--- src/rtl/lc_pkg.sv ---
package lc_pkg;
  localparam int unsigned WORD_LIMIT = 0;
  localparam int unsigned WORD_COUNT = 1;
  localparam int unsigned WORD_ALIAS = 2;

  typedef enum logic [1:0] {RD_NONE, RD_LIMIT, RD_COUNT} rdSel_e;

  typedef struct packed {
    logic   loadLimit;
    logic   clrCount;
    logic   ackIrq;
    logic   rdStrobe;
    rdSel_e rdSel;
  } ctrlStrb_t;
endpackage

--- src/rtl/lc_ctrl.sv ---
module lc_ctrl
  import lc_pkg::*;
#(
  parameter int unsigned ADDR_W = 3
) (
  input  logic              wrEn,
  input  logic              rdEn,
  input  logic [ADDR_W-1:0] addr,
  output ctrlStrb_t         strb
);
  logic isLimit, isCount, isAlias;

  always_comb begin
    isLimit = (addr == ADDR_W'(WORD_LIMIT));
    isCount = (addr == ADDR_W'(WORD_COUNT));
    isAlias = (addr == ADDR_W'(WORD_ALIAS));

    strb.loadLimit = wrEn && (isLimit || isAlias);
    strb.clrCount  = wrEn && isLimit;
    strb.ackIrq    = rdEn && isLimit;
    strb.rdStrobe  = rdEn;
    if (rdEn && isLimit)      strb.rdSel = RD_LIMIT;
    else if (rdEn && isCount) strb.rdSel = RD_COUNT;
    else                      strb.rdSel = RD_NONE;
  end
endmodule

--- src/rtl/lc_datapath.sv ---
module lc_datapath
  import lc_pkg::*;
#(
  parameter int unsigned STEP_LSB = 9,
  parameter int unsigned STEP_W   = 22
) (
  input  logic              clk,
  input  logic              rstN,
  input  logic              tickEn,
  input  ctrlStrb_t         strb,
  input  logic [31:0]       wrData,
  output logic [31:0]       rdData,
  output logic              irq,
  output logic [STEP_W-1:0] countStep
);
  localparam logic [STEP_W-1:0] FREE_TOP = '1;

  logic [STEP_W-1:0] limStep;
  logic [STEP_W-1:0] topStep;
  logic [STEP_W:0]   nextWide;
  logic              reachNow;
  logic              reached;

  always_comb begin
    topStep  = (limStep == '0) ? FREE_TOP : limStep;
    nextWide = {1'b0, countStep} + 1'b1;
    reachNow = tickEn && !strb.clrCount && (nextWide >= {1'b0, topStep});
  end

  always_ff @(posedge clk or negedge rstN) begin
    if (!rstN) begin
      limStep   <= '0;
      countStep <= '0;
    end else begin
      if (strb.loadLimit) limStep <= wrData[STEP_LSB +: STEP_W];
      if (strb.clrCount)  countStep <= '0;
      else if (reachNow)  countStep <= '0;
      else if (tickEn)    countStep <= nextWide[STEP_W-1:0];
    end
  end

  always_ff @(posedge clk or negedge rstN) begin
    if (!rstN) begin
      reached <= 1'b0;
      irq     <= 1'b0;
    end else if (reachNow) begin
      reached <= 1'b1;
      irq     <= 1'b1;
    end else if (strb.ackIrq) begin
      reached <= 1'b0;
      irq     <= 1'b0;
    end else if (strb.clrCount) begin
      irq     <= 1'b0;
    end
  end

  always_ff @(posedge clk or negedge rstN) begin
    if (!rstN) rdData <= '0;
    else if (strb.rdStrobe) begin
      case (strb.rdSel)
        RD_LIMIT: rdData <= {1'b0, limStep, {STEP_LSB{1'b0}}};
        RD_COUNT: rdData <= {reached, countStep, {STEP_LSB{1'b0}}};
        default:  rdData <= '0;
      endcase
    end
  end
endmodule

--- src/rtl/limit_counter.sv ---
module limit_counter
  import lc_pkg::*;
#(
  parameter int unsigned ADDR_W   = 3,
  parameter int unsigned STEP_LSB = 9,
  parameter int unsigned STEP_W   = 22
) (
  input  logic              clk,
  input  logic              rstN,
  input  logic              tickEn,
  input  logic [ADDR_W-1:0] addr,
  input  logic              wrEn,
  input  logic [31:0]       wrData,
  input  logic              rdEn,
  output logic [31:0]       rdData,
  output logic              irq
);
  ctrlStrb_t         strb;
  logic [STEP_W-1:0] countStep;

  lc_ctrl #(.ADDR_W(ADDR_W)) u_ctrl (
    .wrEn(wrEn), .rdEn(rdEn), .addr(addr), .strb(strb)
  );

  lc_datapath #(.STEP_LSB(STEP_LSB), .STEP_W(STEP_W)) u_dp (
    .clk(clk), .rstN(rstN), .tickEn(tickEn), .strb(strb),
    .wrData(wrData), .rdData(rdData), .irq(irq), .countStep(countStep)
  );
endmodule

--- config.mk ---
export PLATFORM = sky130hd
export DESIGN_NAME = limit_counter
export DESIGN_NICKNAME = d
export VERILOG_FILES = /design/src/rtl/lc_pkg.sv /design/src/rtl/lc_ctrl.sv /design/src/rtl/lc_datapath.sv /design/src/rtl/limit_counter.sv
export SDC_FILE = /design/constraint.sdc
export NUM_CORES = 1
export LEC_CHECK = 0
export BUFFER_PORTS_ARGS = -buffer_cell sky130_fd_sc_hd__buf_2
export CAP_MARGIN = 20
export CORE_MARGIN = 2
export CORE_UTILIZATION = 46
export CTS_CLUSTER_DIAMETER = 100
export CTS_CLUSTER_SIZE = 12
export DETAILED_ROUTE_END_ITERATION = 8
export GPL_TIMING_DRIVEN = 0
export MAX_ROUTING_LAYER = met4
export PLACE_DENSITY = 0.68
export SETUP_SLACK_MARGIN = 0.5
export SLEW_MARGIN = 5
export SYNTH_ARGS = -nofsm -noshare
export SYNTH_HDL_FRONTEND = slang
export SYNTH_SLANG_ARGS = --single-unit
export TNS_END_PERCENT = 30
--- constraint.sdc ---
create_clock -name clk -period 6.2 [get_ports clk]
set_input_delay 1.86 -clock clk [delete_from_list [all_inputs] [get_ports clk]]
set_output_delay 1.86 -clock clk [all_outputs]
set_load 0.02 [all_outputs]
# == Word-level counts from Yosys, hierarchy flattened ==
# Index checks and enable logic that the tools add are counted.
# totals
regBits,78
inputBits,40
out_inout_bits,33
wordCells,36
# classes
addsub,1
magnitude_cmp,1
eq_ne,4
muxes,12
n_reduce_logical,13
# ops
cell,n
22-bit two-way mux,4
32-bit case mux with 2 select lines,1
22-bit by 1-bit adder with 23-bit output (second input constant),1
23-bit by 22-bit greater-or-equal comparator with 1-bit output,1
22-bit logical NOT,1
1-bit logical AND,6
3-bit nonzero test,2
1-bit two-way mux,5
2-bit two-way mux,2
3-bit by 1-bit == test with 1-bit output (second input constant),1
3-bit by 2-bit == test with 1-bit output (second input constant),1
3-bit logical NOT,1
2-bit by 1-bit == test with 1-bit output (second input constant),1
2-bit == test (second input constant),1
2-bit nonzero test,1
1-bit logical NOT,1
1-bit logical OR,1

# == Logic depth before layout (Yosys ltp) ==
# Gate-level depths: netlist of the first run.
# logic_depth
word_depth,7
ltp_mapped,13
depth_no_buf,12

# == By module ==
# Synthesis of the first run repeated with hierarchy kept, for this count alone.
# unflattened
cells_unflattened,461
area_unflattened_um2,4236.6
# modules_own_cells
module,n_inst,cells_each,area_each_um2,seq_area_each_um2
lc_datapath,1,455,4186.5,1726.7
lc_ctrl,1,6,50.0,0.0

# == Worst setup path before layout of the first run ==
# No wires, ideal clock.
# synth_timing
path_type,reg2reg
start,reg u_dp.limStep[6]
end,reg u_dp.countStep[21]
setup_time_ns,0.087
t_arrival_ns,3.125
t_required_ns,6.113
setup_slack_ns,2.989
stages_incl_launch_ff,12
path_buffers,1
period_less_slack_ns,3.211
cell_sequence,dfrtp_1 -> or4_1 -> nor4_1 -> clkbuf_1 -> nor2_1 -> ha_1 -> a21oi_1 -> o21ai_0 -> nor3_1 -> a21oi_2 -> or4_1 -> o211ai_1
# synth_between
elab_chain_cells,6
elab_cells_between_ends,7
cone_classes,1 x order compare; 3 x mux; 3 x reduce/logical
# synth_rtl
element,line_no,text
start: declaration,lc_datapath.sv:18,logic [STEP_W-1:0] limStep;
start signal: assignment,lc_datapath.sv:35,if (strb.loadLimit) limStep <= wrData[STEP_LSB +: STEP_W];
22-bit logical NOT,lc_datapath.sv:25,topStep = (limStep == '0) ? FREE_TOP : limStep;
22-bit two-way mux (*),lc_datapath.sv:25,
23-bit by 22-bit greater-or-equal comparator with 1-bit output (*),lc_datapath.sv:27,"reachNow = tickEn && !strb.clrCount && (nextWide >= {1'b0, topStep});"
1-bit logical AND (*),lc_datapath.sv:27,
22-bit two-way mux,lc_datapath.sv:37,else if (reachNow) countStep <= '0;
22-bit two-way mux,lc_datapath.sv:36,if (strb.clrCount) countStep <= '0;
end signal: assignment,lc_datapath.sv:38,else if (tickEn) countStep <= nextWide[STEP_W-1:0];
end: declaration,lc_datapath.sv:14,output logic [STEP_W-1:0] countStep
# Mark *: on every way between the ends. The rest lies on a longest branch, timed or not.
# A chain may end at the register's enable or synchronous reset.

# == Worst setup path in the final report of the first run ==
# layout_timing
start,reg u_dp.limStep[6]
end,reg u_dp.countStep[13]
# The elaborated chain is that of the path after synthesis.

==> results.md, run 1 <==
* Layout area overhead at 16.6%
* Critical path cell sequence: or4_1, nor4_1, clkbuf_1, nor2_1, ha_1, nand4_1, nor2_1, o21ai_0, a21oi_2, nor2_4, buf_6, a22o_1
* Share of layout cells above drive strength 1 at 18.6%
* Largest delay contributor family on the critical path: simple AND/OR/NAND/NOR gates
* Final setup fails at 0
* Routability-driven placement congestion ratio at 0.893
* Core area at 8180 µm²
* Global route total overflow at 0
* Actual slew at the worst max-slew pin at 0.986 ns
* Top-count cell post-synth: nand2_1
* Pwr Density at 250 nW/µm²
* GRT busiest layer: met2
* Initial antenna violation count at 0
* Share of the synthesized area in the top cell type at 44.5%
* Slowest-stage cell, CP: or4_1
* Critical Path Start Type: flip-flop
* DP Cell Count at 600
* Crit path kind: flip-flop to flip-flop
* Ys flop type: dfrtp_1
* Pwr Total at 1.13 mW
* DRC at 0
* CTS tree: built
* Post-DP HPWL at 7220 µm
* Routing usage on met1 at 30.7%
* Ranking of synthesized cells by area: dfrtp_1 (45%), nand2_1 (8.4%), ha_1 (7.4%)
* Critical path required time at 6.44 ns
* Unrepaired setup endpoints after global routing: false
* Die footprint at 9180 µm²
* Design area at 4520 µm²
* Clock slew at reported path FFs at 0.08 ns
* WL final at 9780 µm
* Most frequent cells after synthesis: nand2_1 (87), dfrtp_1 (69), nor2_1 (33)
* Setup crit end kind: flip-flop
* Crit path DAT at 4.27 ns
* Final Util at 55.3%
* CTS H-tree lvls at 3
* Wire length per cell at 15.9 µm
* DRT iter0 DRCs at 168
* Chip width at 95.8 µm
* Setup Skew at 0.0105 ns
* Status: complete, no violations
* Vias at 3374
* Top Ports at 73
* EDFF count, synth at 0
* Clock sinks at 69
* Period utilisation layout at 64.9%
* Setup Buffers After CTS at 0
* Ys Warns at 0
* Rows at 33
* M2 GR Usage at 38.6%
* Starting Density at 47.4%
* Largest area contributor in the netlist: dfrtp_1
* Port buffer count at 53
* Max clock buf depth at 2
* Max-cap viol count at 0
* Cell Area, Placed at 4330 µm²
* Fmax at 248 MHz
* Min cycle time layout at 4.02 ns
* Max-slew violations at 0
* TritonCTS Buffers at 9
* Post-synthesis sequential area ratio at 44.5%
* Number of global-route vias before repair at 3305
* Fin nets at 569
* Flops & latches, synth at 69
* Min-Delay Path Class: flip-flop to flip-flop
* Unique masters post-synth at 46
* Final ANT Viol Nets at 0
* Root Driver: clkbuf_8
* First-pass GRT wire length at 16200 µm
* Worst-skew pair later-pin latency at 0.36 ns
* Post-CTS Hold Buffers at 0
* Final setup TNS at 0 ns
* Die Y at 95.8 µm
* Antenna Cells at 0
* Met3 Use GR at 3.37%
* Post-CTS sizing at 0
* Vias per cell at 5.48
* Max IR drop VDD at 0.147 mV
* Pre-antenna DRT Iters at 4
* Leak at 2.24 nW
* Fill cells at 772
* WP buf/inv at 2
* CP peak stage delay at 0.58 ns
* GRT Total Usage at 24.0%
* Post-Syn Area at 3880 µm²
* Gate Count Post-Synth at 433
* Post-Layout Cell Count at 616
* CP Max Fanout at 10
* Worst slew margin at 33.3%
* Ys async rst share at 100%
* Mapped Avg Cell Area at 8.95 µm²
* Final hold vios at 0
* Crit-path most repeated cell: nor2_1
* Largest net degree at the start of global routing at 36
-- worst register-to-register path: stages (launching register included) --
cell and delay [ns]:
dfrtp_1 0.43, or4_1 0.58, nor4_1 0.54, clkbuf_1 0.47
nor2_1 0.08, ha_1 0.35, nand4_1 0.11, nor2_1 0.18
o21ai_0 0.14, a21oi_2 0.49, nor2_4 0.15, buf_6 0.19
a22o_1 0.19
-- routing by layer --
| metal | vias up | wire, µm | share of wire, % |
|---|---|---|---|
| met2 | 72 | 4670 | 48 |
| met5 | - | 0 | 0 |
| li1 | 1649 | - | - |
| met4 | 0 | 189 | 1.9 |
| met1 | 1638 | 4530 | 46 |
| met3 | 15 | 390 | 4.0 |
-- kinds of logic after synthesis --
logic type      Yosys count  share of synthesized area (%)
xor+xnor                 16                           3.62
simple gates            179                           21.5
buf+inv                  50                           5.97
flops                    69                           44.5
other cells               1                         0.0967
fa+ha+maj                23                           7.42
compound gates           95                           16.8
-- layout by cell type (no fill, tap or decap), types with 2 or more instances in the layout --
| cell | synthesis | routed |
|---|---|---|
| a211oi_1 | 4 | 4 |
| a21o_1 | 5 | 5 |
| a21oi_1 | 10 | 10 |
| a221o_1 | 2 | 2 |
| a22o_1 | 10 | 10 |
| a22o_2 | 4 | 4 |
| a22oi_1 | 22 | 22 |
| and3_1 | 4 | 4 |
| buf_2 | 2 | 54 |
| buf_4 | 9 | 10 |
| clkbuf_1 | 13 | 15 |
| clkbuf_8 | 0 | 10 |
| clkinv_2 | 0 | 2 |
| conb_1 | 1 | 9 |
| dfrtp_1 | 69 | 69 |
| ha_1 | 23 | 23 |
| inv_1 | 25 | 25 |
| nand2_1 | 87 | 87 |
| nand2b_1 | 5 | 5 |
| nand3_1 | 13 | 13 |
| nand4_1 | 10 | 10 |
| nor2_1 | 33 | 33 |
| nor3_1 | 3 | 3 |
| nor4_1 | 6 | 6 |
| nor4b_1 | 2 | 2 |
| o211ai_1 | 2 | 2 |
| o21ai_0 | 31 | 31 |
| or2_2 | 3 | 3 |
| or4_1 | 2 | 2 |
| xnor2_1 | 11 | 11 |
| xor2_1 | 5 | 5 |
-- report_power, final --
| group | internal, mW | total [mW] | switching (mW) |
|---|---|---|---|
| registers | 0.491 | 0.546 | 0.0551 |
| logic | 0.0912 | 0.211 | 0.120 |
| clock network | 0.196 | 0.370 | 0.174 |
| total | 0.778 | 1.13 | 0.349 |
-- area by class of cell --
class	instances	area, µm²	area share (%)
clock inverter	4	47.5	1.05
sequential	69	1730	38.2
clock buffer	12	145	3.21
multi-input combinational	322	1950	43.1
tap	105	131	2.91
inverter	25	93.8	2.08
buffer	25	138	3.05
timing repair buffer	54	288	6.37
-- through the flow --
step / hold WS, ns / setup slack [ns]
floorplan: 0.450 / 2.99
CTS: 0.489 / 2.16
global placement: 0.459 / 2.16
finish: 0.491 / 2.18
global route: 0.516 / 1.85
detailed placement: 0.468 / 2.21
-- sequential cells by signal, summed over array words and instances (netlist names) --
register / flops
u_dp.irq: 1
u_dp.reached: 1
u_dp.countStep: 22
u_dp.rdData: 23
u_dp.limStep: 22
-- path summary, 6_finish.rpt --
| kind | from | endpoint | slack [ns] | cells after the start |
|---|---|---|---|---|
| worst min register to register | u_dp.irq | u_dp.irq | 0.49 | 2 |
| worst max register to register | u_dp.limStep[6] | u_dp.countStep[13] | 2.18 | 12 |
| worst max-delay path | u_dp.limStep[6] | u_dp.countStep[13] | 2.18 | 12 |
| min in group asynchronous | rstN | u_dp.rdData[13] | 1.45 | 1 |
| worst min-delay path | u_dp.irq | u_dp.irq | 0.49 | 2 |
| max in group asynchronous | rstN | u_dp.countStep[19] | 4.20 | 2 |
No activity file was read; power rests on OpenSTA's default activity.
==> run 2: changes to the inputs <==
==> constraint.sdc (replaced) <==
create_clock -name clk -period 3.77 [get_ports clk]
set_input_delay 1.131 -clock clk [delete_from_list [all_inputs] [get_ports clk]]
set_output_delay 1.131 -clock clk [all_outputs]
set_load 0.02 [all_outputs]
==> results.md, run 2 (synthesis gave the netlist of run 1 again) <==
* Fin nets at 589 (was 569)
* Final WS setup at 0.477 ns (was 2.18 ns)
* Reg2reg start: u_dp.limStep[3] (was u_dp.limStep[6])
* Post-CTS Hold Buffers at 0 (unchanged)
* Setup crit end kind: flip-flop (unchanged)
* Final setup fails at 0 (unchanged)
* Worst-skew pair later-pin latency at 0.36 ns (about the same)
* First-pass GRT wire length at 16800 µm (was 16200 µm)
* Commonest non-fill, non-tap cell in the layout: nand2_1 (unchanged)
* Antenna Cells at 0 (unchanged)
* Max-cap viol count at 0 (unchanged)
* Chip width at 95.8 µm (unchanged)
* Pwr Density at 391 nW/µm² (was 250 nW/µm²)
* Max IR drop VDD at 0.244 mV (was 0.147 mV)
* Die footprint at 9180 µm² (unchanged)
* Leak at 2.42 nW (was 2.24 nW)
* Beginning of the worst hold path: u_dp.reached (was u_dp.irq)
* Area of the multi-input gates at 2300 µm² (was 1950 µm²)
* DRC at 0 (unchanged)
* Initial antenna violation count at 0 (unchanged)
* WL final at 10800 µm (was 9780 µm)
* Max-slew violations at 0 (unchanged)
* Vias at 3577 (was 3374)
* Hold_ws at 0.486 ns (was 0.491 ns)
* Period utilisation layout at 87.3% (was 64.9%)
* Post-DP HPWL at 7220 µm (unchanged)
* Max reg flops at 23 (unchanged)
* CP peak stage delay at 0.55 ns (was 0.58 ns)
* Wire length per cell at 16.9 µm (was 15.9 µm)
* Crit path DAT at 3.53 ns (was 4.27 ns)
* Routability-driven placement congestion ratio at 0.893 (unchanged)
* Max clock buf depth at 2 (unchanged)
* Cell Area, Placed at 4330 µm² (unchanged)
* Fmax at 304 MHz (was 248 MHz)
* Register area at 1730 µm² (about the same)
* Crit-path most repeated cell: buf_6 (was nor2_1)
* Final ANT Viol Nets at 0 (unchanged)
* Min-Delay Path Class: flip-flop to flip-flop (unchanged)
* Slowest-stage cell, CP: or4_4 (was or4_1)
* Pwr Total at 1.99 mW (was 1.13 mW)
* Biggest register: u_dp.rdData (unchanged)
* TritonCTS Buffers at 9 (unchanged)
* Vias per cell at 5.62 (was 5.48)
* Setup Skew at 0.00777 ns (was 0.0105 ns)
* Share of layout cells above drive strength 1 at 31.8% (was 18.6%)
* DRT iter0 DRCs at 208 (was 168)
* Rows at 33 (unchanged)
* Critical Path Start Type: flip-flop (unchanged)
* Top Registers: u_dp.rdData: 23 flops, u_dp.countStep: 22 flops, u_dp.limStep: 22 flops (unchanged)
* Critical path required time at 4.01 ns (was 6.44 ns)
* Most frequent cells in the layout: nand2_1 (87), dfrtp_1 (64), buf_2 (53), o21ai_0 (28) (was nand2_1 (87), dfrtp_1 (69), buf_2 (54), nor2_1 (33), o21ai_0 (31))
* Clock slew at reported path FFs at 0.07 ns (was 0.08 ns)
* Die Y at 95.8 µm (unchanged)
* Pre-CTS setup slack at -0.221 ns (was 2.21 ns)
* Actual slew at the worst max-slew pin at 0.980 ns (was 0.986 ns)
* Final hold vios at 0 (unchanged)
* Crit path kind: flip-flop to flip-flop (unchanged)
* Worst slew margin at 33.7% (was 33.3%)
* Starting Density at 47.4% (unchanged)
* CTS tree: built (unchanged)
* Layout area overhead at 31.4% (was 16.6%)
* Fill cells at 696 (was 772)
* Global route total overflow at 0 (unchanged)
* Core area at 8180 µm² (unchanged)
* Root Driver: clkbuf_8 (unchanged)
* Unrepaired setup endpoints after global routing: true (was false)
* Top Ports at 73 (unchanged)
* Design area at 5090 µm² (was 4520 µm²)
* Min cycle time layout at 3.29 ns (was 4.02 ns)
* CTS H-tree lvls at 3 (unchanged)
* CP Max Fanout at 6 (was 10)
* GRT Total Usage at 24.9% (was 24.0%)
* Pre-antenna DRT Iters at 5 (was 4)
* Setup crit start: u_dp.limStep[3] (was u_dp.limStep[6])
* Clock sinks at 69 (unchanged)
* Port buffer count at 53 (unchanged)
* Largest net degree at the start of global routing at 36 (unchanged)
* Critical path cell sequence: or4_4, nor4_4, buf_6, buf_6, nor2_1, ha_1, nand4_1, a31oi_2, nor3_2, a21oi_4, buf_4, nor3_1, a221o_1 (was or4_1, nor4_1, clkbuf_1, nor2_1, ha_1, nand4_1, nor2_1, o21ai_0, a21oi_2, nor2_4, buf_6, a22o_1)
* Number of global-route vias before repair at 3379 (was 3305)
* Status: complete, no violations (unchanged)
==> run 2: changes by cell type in the layout (fill, tap and decap cells not counted), moves of 4 or more <==
cell,before,now
nor2_2,0,6
ha_1,23,13
dfrtp_1,69,64
nor4_4,0,4
a21oi_1,10,6
dfrtp_2,0,5
buf_4,10,25
ha_4,0,9
nor2_1,33,18
nor4_1,6,1
nor2_4,1,10
==> run 2: through the flow <==
step,TNS (ns),std cells,util (%)
after CTS,0,624,57.4
after detailed placement,-2.94,600,52.9
after floorplan,0,441,-
after global routing,0,636,62.3
after global placement,-3.88,599,52.6
final,0,636,62.3
==> run 2: repair_timing <==
item / 4_1_cts / 5_1_grt
gates resized for setup: 28 / 58
gates cloned: 1 / 2
pin swaps: 10 / 20
buffers inserted: 7 / 10
endpoints found under the setup margin: 24 / 24
==> run 2: routing by layer <==
layer / wire (µm) / vias up / share of wire (%) / track usage [%]
met5: 0 / - / 0 / -
met1: 4640 / 1731 / 43 / 31.7
met4: 299 / 0 / 2.8 / 10.4
li1: - / 1684 / - / -
met3: 624 / 30 / 5.8 / 3.60
met2: 5200 / 132 / 48 / 39.9
==> run 2: layout make-up <==
cell class                 instances  share of cell area [%]
inverter                          25                    1.84
clock inverter                     4                   0.934
buffer                            25                    3.29
multi-input combinational        322                    45.2
sequential                        69                    34.0
tap                              105                    2.58
timing repair buffer              74                    9.24
clock buffer                      12                    2.85
==> run 2: final timing paths <==
kind | endpoint | slack [ns] | depth (start not counted)
min reg2reg | u_dp.rdData[31] | 0.49 | 2
max in group asynchronous | u_dp.limStep[20] | 2.48 | 2
min | u_dp.rdData[31] | 0.49 | 2
min in group asynchronous | u_dp.rdData[13] | 0.72 | 1
max | u_dp.countStep[17] | 0.48 | 13
max reg2reg | u_dp.countStep[17] | 0.48 | 13
==> run 2: critical path: cells and delay by family, from the launching register on <==
kind / cells / cell delay, ns
adder cells (fa/ha/maj): 1 / 0.35
AO/OA/AOI/OAI: 3 / 0.76
buffers and inverters: 3 / 0.50
flip-flops: 1 / 0.42
AND/OR/NAND/NOR: 6 / 1.12
==> run 2: report_power, final <==
part / total [mW] / internal [mW] / switching [mW]
clock network: 0.610 / 0.322 / 0.288
registers: 0.917 / 0.810 / 0.107
logic: 0.462 / 0.216 / 0.246
==> run 3: changes to the inputs <==
--- a/config.mk
+++ b/config.mk
@@ -8,13 +8,13 @@
 export BUFFER_PORTS_ARGS = -buffer_cell sky130_fd_sc_hd__buf_2
 export CAP_MARGIN = 20
 export CORE_MARGIN = 2
-export CORE_UTILIZATION = 46
+export CORE_UTILIZATION = 55
 export CTS_CLUSTER_DIAMETER = 100
 export CTS_CLUSTER_SIZE = 12
 export DETAILED_ROUTE_END_ITERATION = 8
 export GPL_TIMING_DRIVEN = 0
 export MAX_ROUTING_LAYER = met4
-export PLACE_DENSITY = 0.68
+export PLACE_DENSITY = 0.79
 export SETUP_SLACK_MARGIN = 0.5
 export SLEW_MARGIN = 5
 export SYNTH_ARGS = -nofsm -noshare
==> results.md, run 3 (synthesis gave the netlist of run 1 again) <==
* Port buffer count at 53 (unchanged)
* Layout area overhead at 23.2% (was 31.4%)
* FF-to-FF setup slack at 0.46 ns (was 0.48 ns)
* Setup Skew at 0.00786 ns (was 0.00777 ns)
* Period utilisation layout at 87.7% (was 87.3%)
* Worst-case reg-to-reg path depth at 14 (was 13)
* Chip width at 88.0 µm (was 95.8 µm)
* Number of global-route vias before repair at 3338 (was 3379)
* Final hold vios at 0 (unchanged)
* GRT Total Usage at 28.0% (was 24.9%)
* Clock power share at 28.5% (was 30.7%)
* Crit path kind: flip-flop to flip-flop (unchanged)
* Root Driver: clkbuf_8 (unchanged)
* Starting Density at 57.1% (was 47.4%)
* Final setup fails at 0 (unchanged)
* Die footprint at 7740 µm² (was 9180 µm²)
* Internal Power at 1.24 mW (was 1.35 mW)
* Switching share of power at 32.2% (about the same)
* Clock slew at reported path FFs at 0.07 ns (about the same)
* DP Cell Count at 590 (was 600)
* Reg2reg start: u_dp.limStep[1] (was u_dp.limStep[3])
* Critical R2R Capture: u_dp.countStep[17] (unchanged)
* Most frequent cells in the layout: nand2_1 (87), dfrtp_1 (63), buf_2 (53), nor2_1 (30) (was nand2_1 (87), dfrtp_1 (64), buf_2 (53), o21ai_0 (28))
* First-pass GRT wire length at 16100 µm (was 16800 µm)
* Top Ports at 73 (unchanged)
* Fin nets at 587 (was 589)
* TritonCTS Buffers at 9 (unchanged)
* Vias per cell at 5.55 (was 5.62)
* Unrepaired setup endpoints after global routing: true (unchanged)
* Top Registers: u_dp.rdData: 23 flops, u_dp.countStep: 22 flops, u_dp.limStep: 22 flops (unchanged)
* Psw at 589 µW (was 641 µW)
* Fmax at 303 MHz (was 304 MHz)
* Global route total overflow at 0 (unchanged)
* Hold_ws at 0.501 ns (was 0.486 ns)
* Rows at 30 (was 33)
* Worst slew margin at 33.7% (about the same)
* Setup crit start: u_dp.limStep[1] (was u_dp.limStep[3])
* Leak at 2.36 nW (was 2.42 nW)
* Critical path required time at 4.00 ns (was 4.01 ns)
* Status: complete, no violations (unchanged)
* Antenna Cells at 0 (unchanged)
* Die Y at 88.0 µm (was 95.8 µm)
* Setup crit end kind: flip-flop (unchanged)
* Max clock buf depth at 2 (unchanged)
* Critical Path Start Type: flip-flop (unchanged)
* Max-cap viol count at 0 (unchanged)
* Final ANT Viol Nets at 0 (unchanged)
* Max IR drop VDD at 0.182 mV (was 0.244 mV)
* Post-Layout Cell Count at 624 (was 636)
* CP Capture Point: u_dp.countStep[17] (unchanged)
* Logic pwr share at 21.7% (was 23.2%)
* CTS H-tree lvls at 3 (unchanged)
* Max reg flops at 23 (unchanged)
* Routability-driven placement congestion ratio at 0.932 (was 0.893)
* Share of layout cells above drive strength 1 at 26.7% (was 31.8%)
* Vias at 3465 (was 3577)
* Commonest non-fill, non-tap cell in the layout: nand2_1 (unchanged)
* Largest net degree at the start of global routing at 70 (was 36)
* Crit path DAT at 3.53 ns (about the same)
* Design area at 4780 µm² (was 5090 µm²)
* Max-slew violations at 0 (unchanged)
* Sequential share of power at 49.8% (was 46.1%)
* Actual slew at the worst max-slew pin at 0.980 ns (about the same)
* Pwr Density at 383 nW/µm² (was 391 nW/µm²)
* Min cycle time layout at 3.31 ns (was 3.29 ns)
* Pre-antenna DRT Iters at 6 (was 5)
* WL final at 9960 µm (was 10800 µm)
* Final setup TNS at 0 ns (unchanged)
* Post-DP HPWL at 6950 µm (was 7220 µm)
* Initial antenna violation count at 0 (unchanged)
* Clock sinks at 69 (unchanged)
* CTS tree: built (unchanged)
* Wire length per cell at 16.0 µm (was 16.9 µm)
* Worst-skew pair later-pin latency at 0.34 ns (was 0.36 ns)
* DRT iter0 DRCs at 197 (was 208)
* Min-Delay Path Class: flip-flop to flip-flop (unchanged)
* CP Max Fanout at 7 (was 6)
* Cell Area, Placed at 4290 µm² (was 4330 µm²)
* DRC at 0 (unchanged)
* Core area at 6790 µm² (was 8180 µm²)
* Biggest register: u_dp.rdData (unchanged)
==> run 3: cell type report <==
cell class                      count  area, µm²
Tap cell                           96        120
Multi-Input combinational cell    322       2100
Clock buffer                       13        149
Fill cell                         569       2020
Buffer                             25        155
Sequential cell                    69       1730
Timing Repair Buffer               72        410
Inverter                           25       93.8
Clock inverter                      2       10.0
==> run 3: critical path, cell delays in order, from the launching register on <==
cell	delay, ns
dfrtp_1	0.42
or4_4	0.57
nor4_4	0.21
buf_4	0.19
clkbuf_4	0.18
nor2_1	0.06
ha_1	0.29
nand4_1	0.17
o211ai_1	0.16
nand2b_1	0.13
a21oi_4	0.23
buf_4	0.16
buf_4	0.12
nor3_1	0.05
a221o_1	0.26
==> run 3: how the worst min path moves through the flow <==
stage,from,to,slack (ns),cells after the start
after floorplan,u_dp.reached,u_dp.rdData[31],0.45,2
after global placement,u_dp.irq,u_dp.irq,0.46,2
after detailed placement,u_dp.irq,u_dp.irq,0.49,2
after CTS,u_dp.irq,u_dp.irq,0.50,2
after global routing,u_dp.reached,u_dp.rdData[31],0.53,2
final,u_dp.irq,u_dp.irq,0.50,2
==> run 3: power by group through the flow <==
stage	clock (mW)	combinational, mW	sequential (mW)
after floorplan	0	0.233	0.893
after global placement	0	0.331	0.905
after detailed placement	0	0.343	0.909
after CTS	0.526	0.355	0.901
after global routing	0.557	0.444	0.918
final	0.521	0.396	0.911
==> run 3: per-layer routing <==
metal,up-vias,wire length [µm],GRT usage [%]
met5,-,0,-
met4,0,184,9.79
met3,20,499,4.15
met2,113,4880,45.0
met1,1659,4390,36.3
li1,1673,-,-
==> run 3: through the flow <==
step	util [%]	power, mW	setup slack (ns)
2_1_floorplan	-	1.13	0.559
3_3_place_gp	63.2	1.24	-0.158
3_5_place_dp	63.2	1.25	-0.186
4_1_cts	67.4	1.78	0.486
5_1_grt	70.3	1.92	0.343
6_report	70.3	1.83	0.465
==> run 3: what timing repair did <==
item	4_1_cts	5_1_grt
buffers inserted	4	14
hold buffers	0	0
gates cloned	1	0
resized for setup	20	26
setup endpoints to repair	24	24
pin swaps	5	22
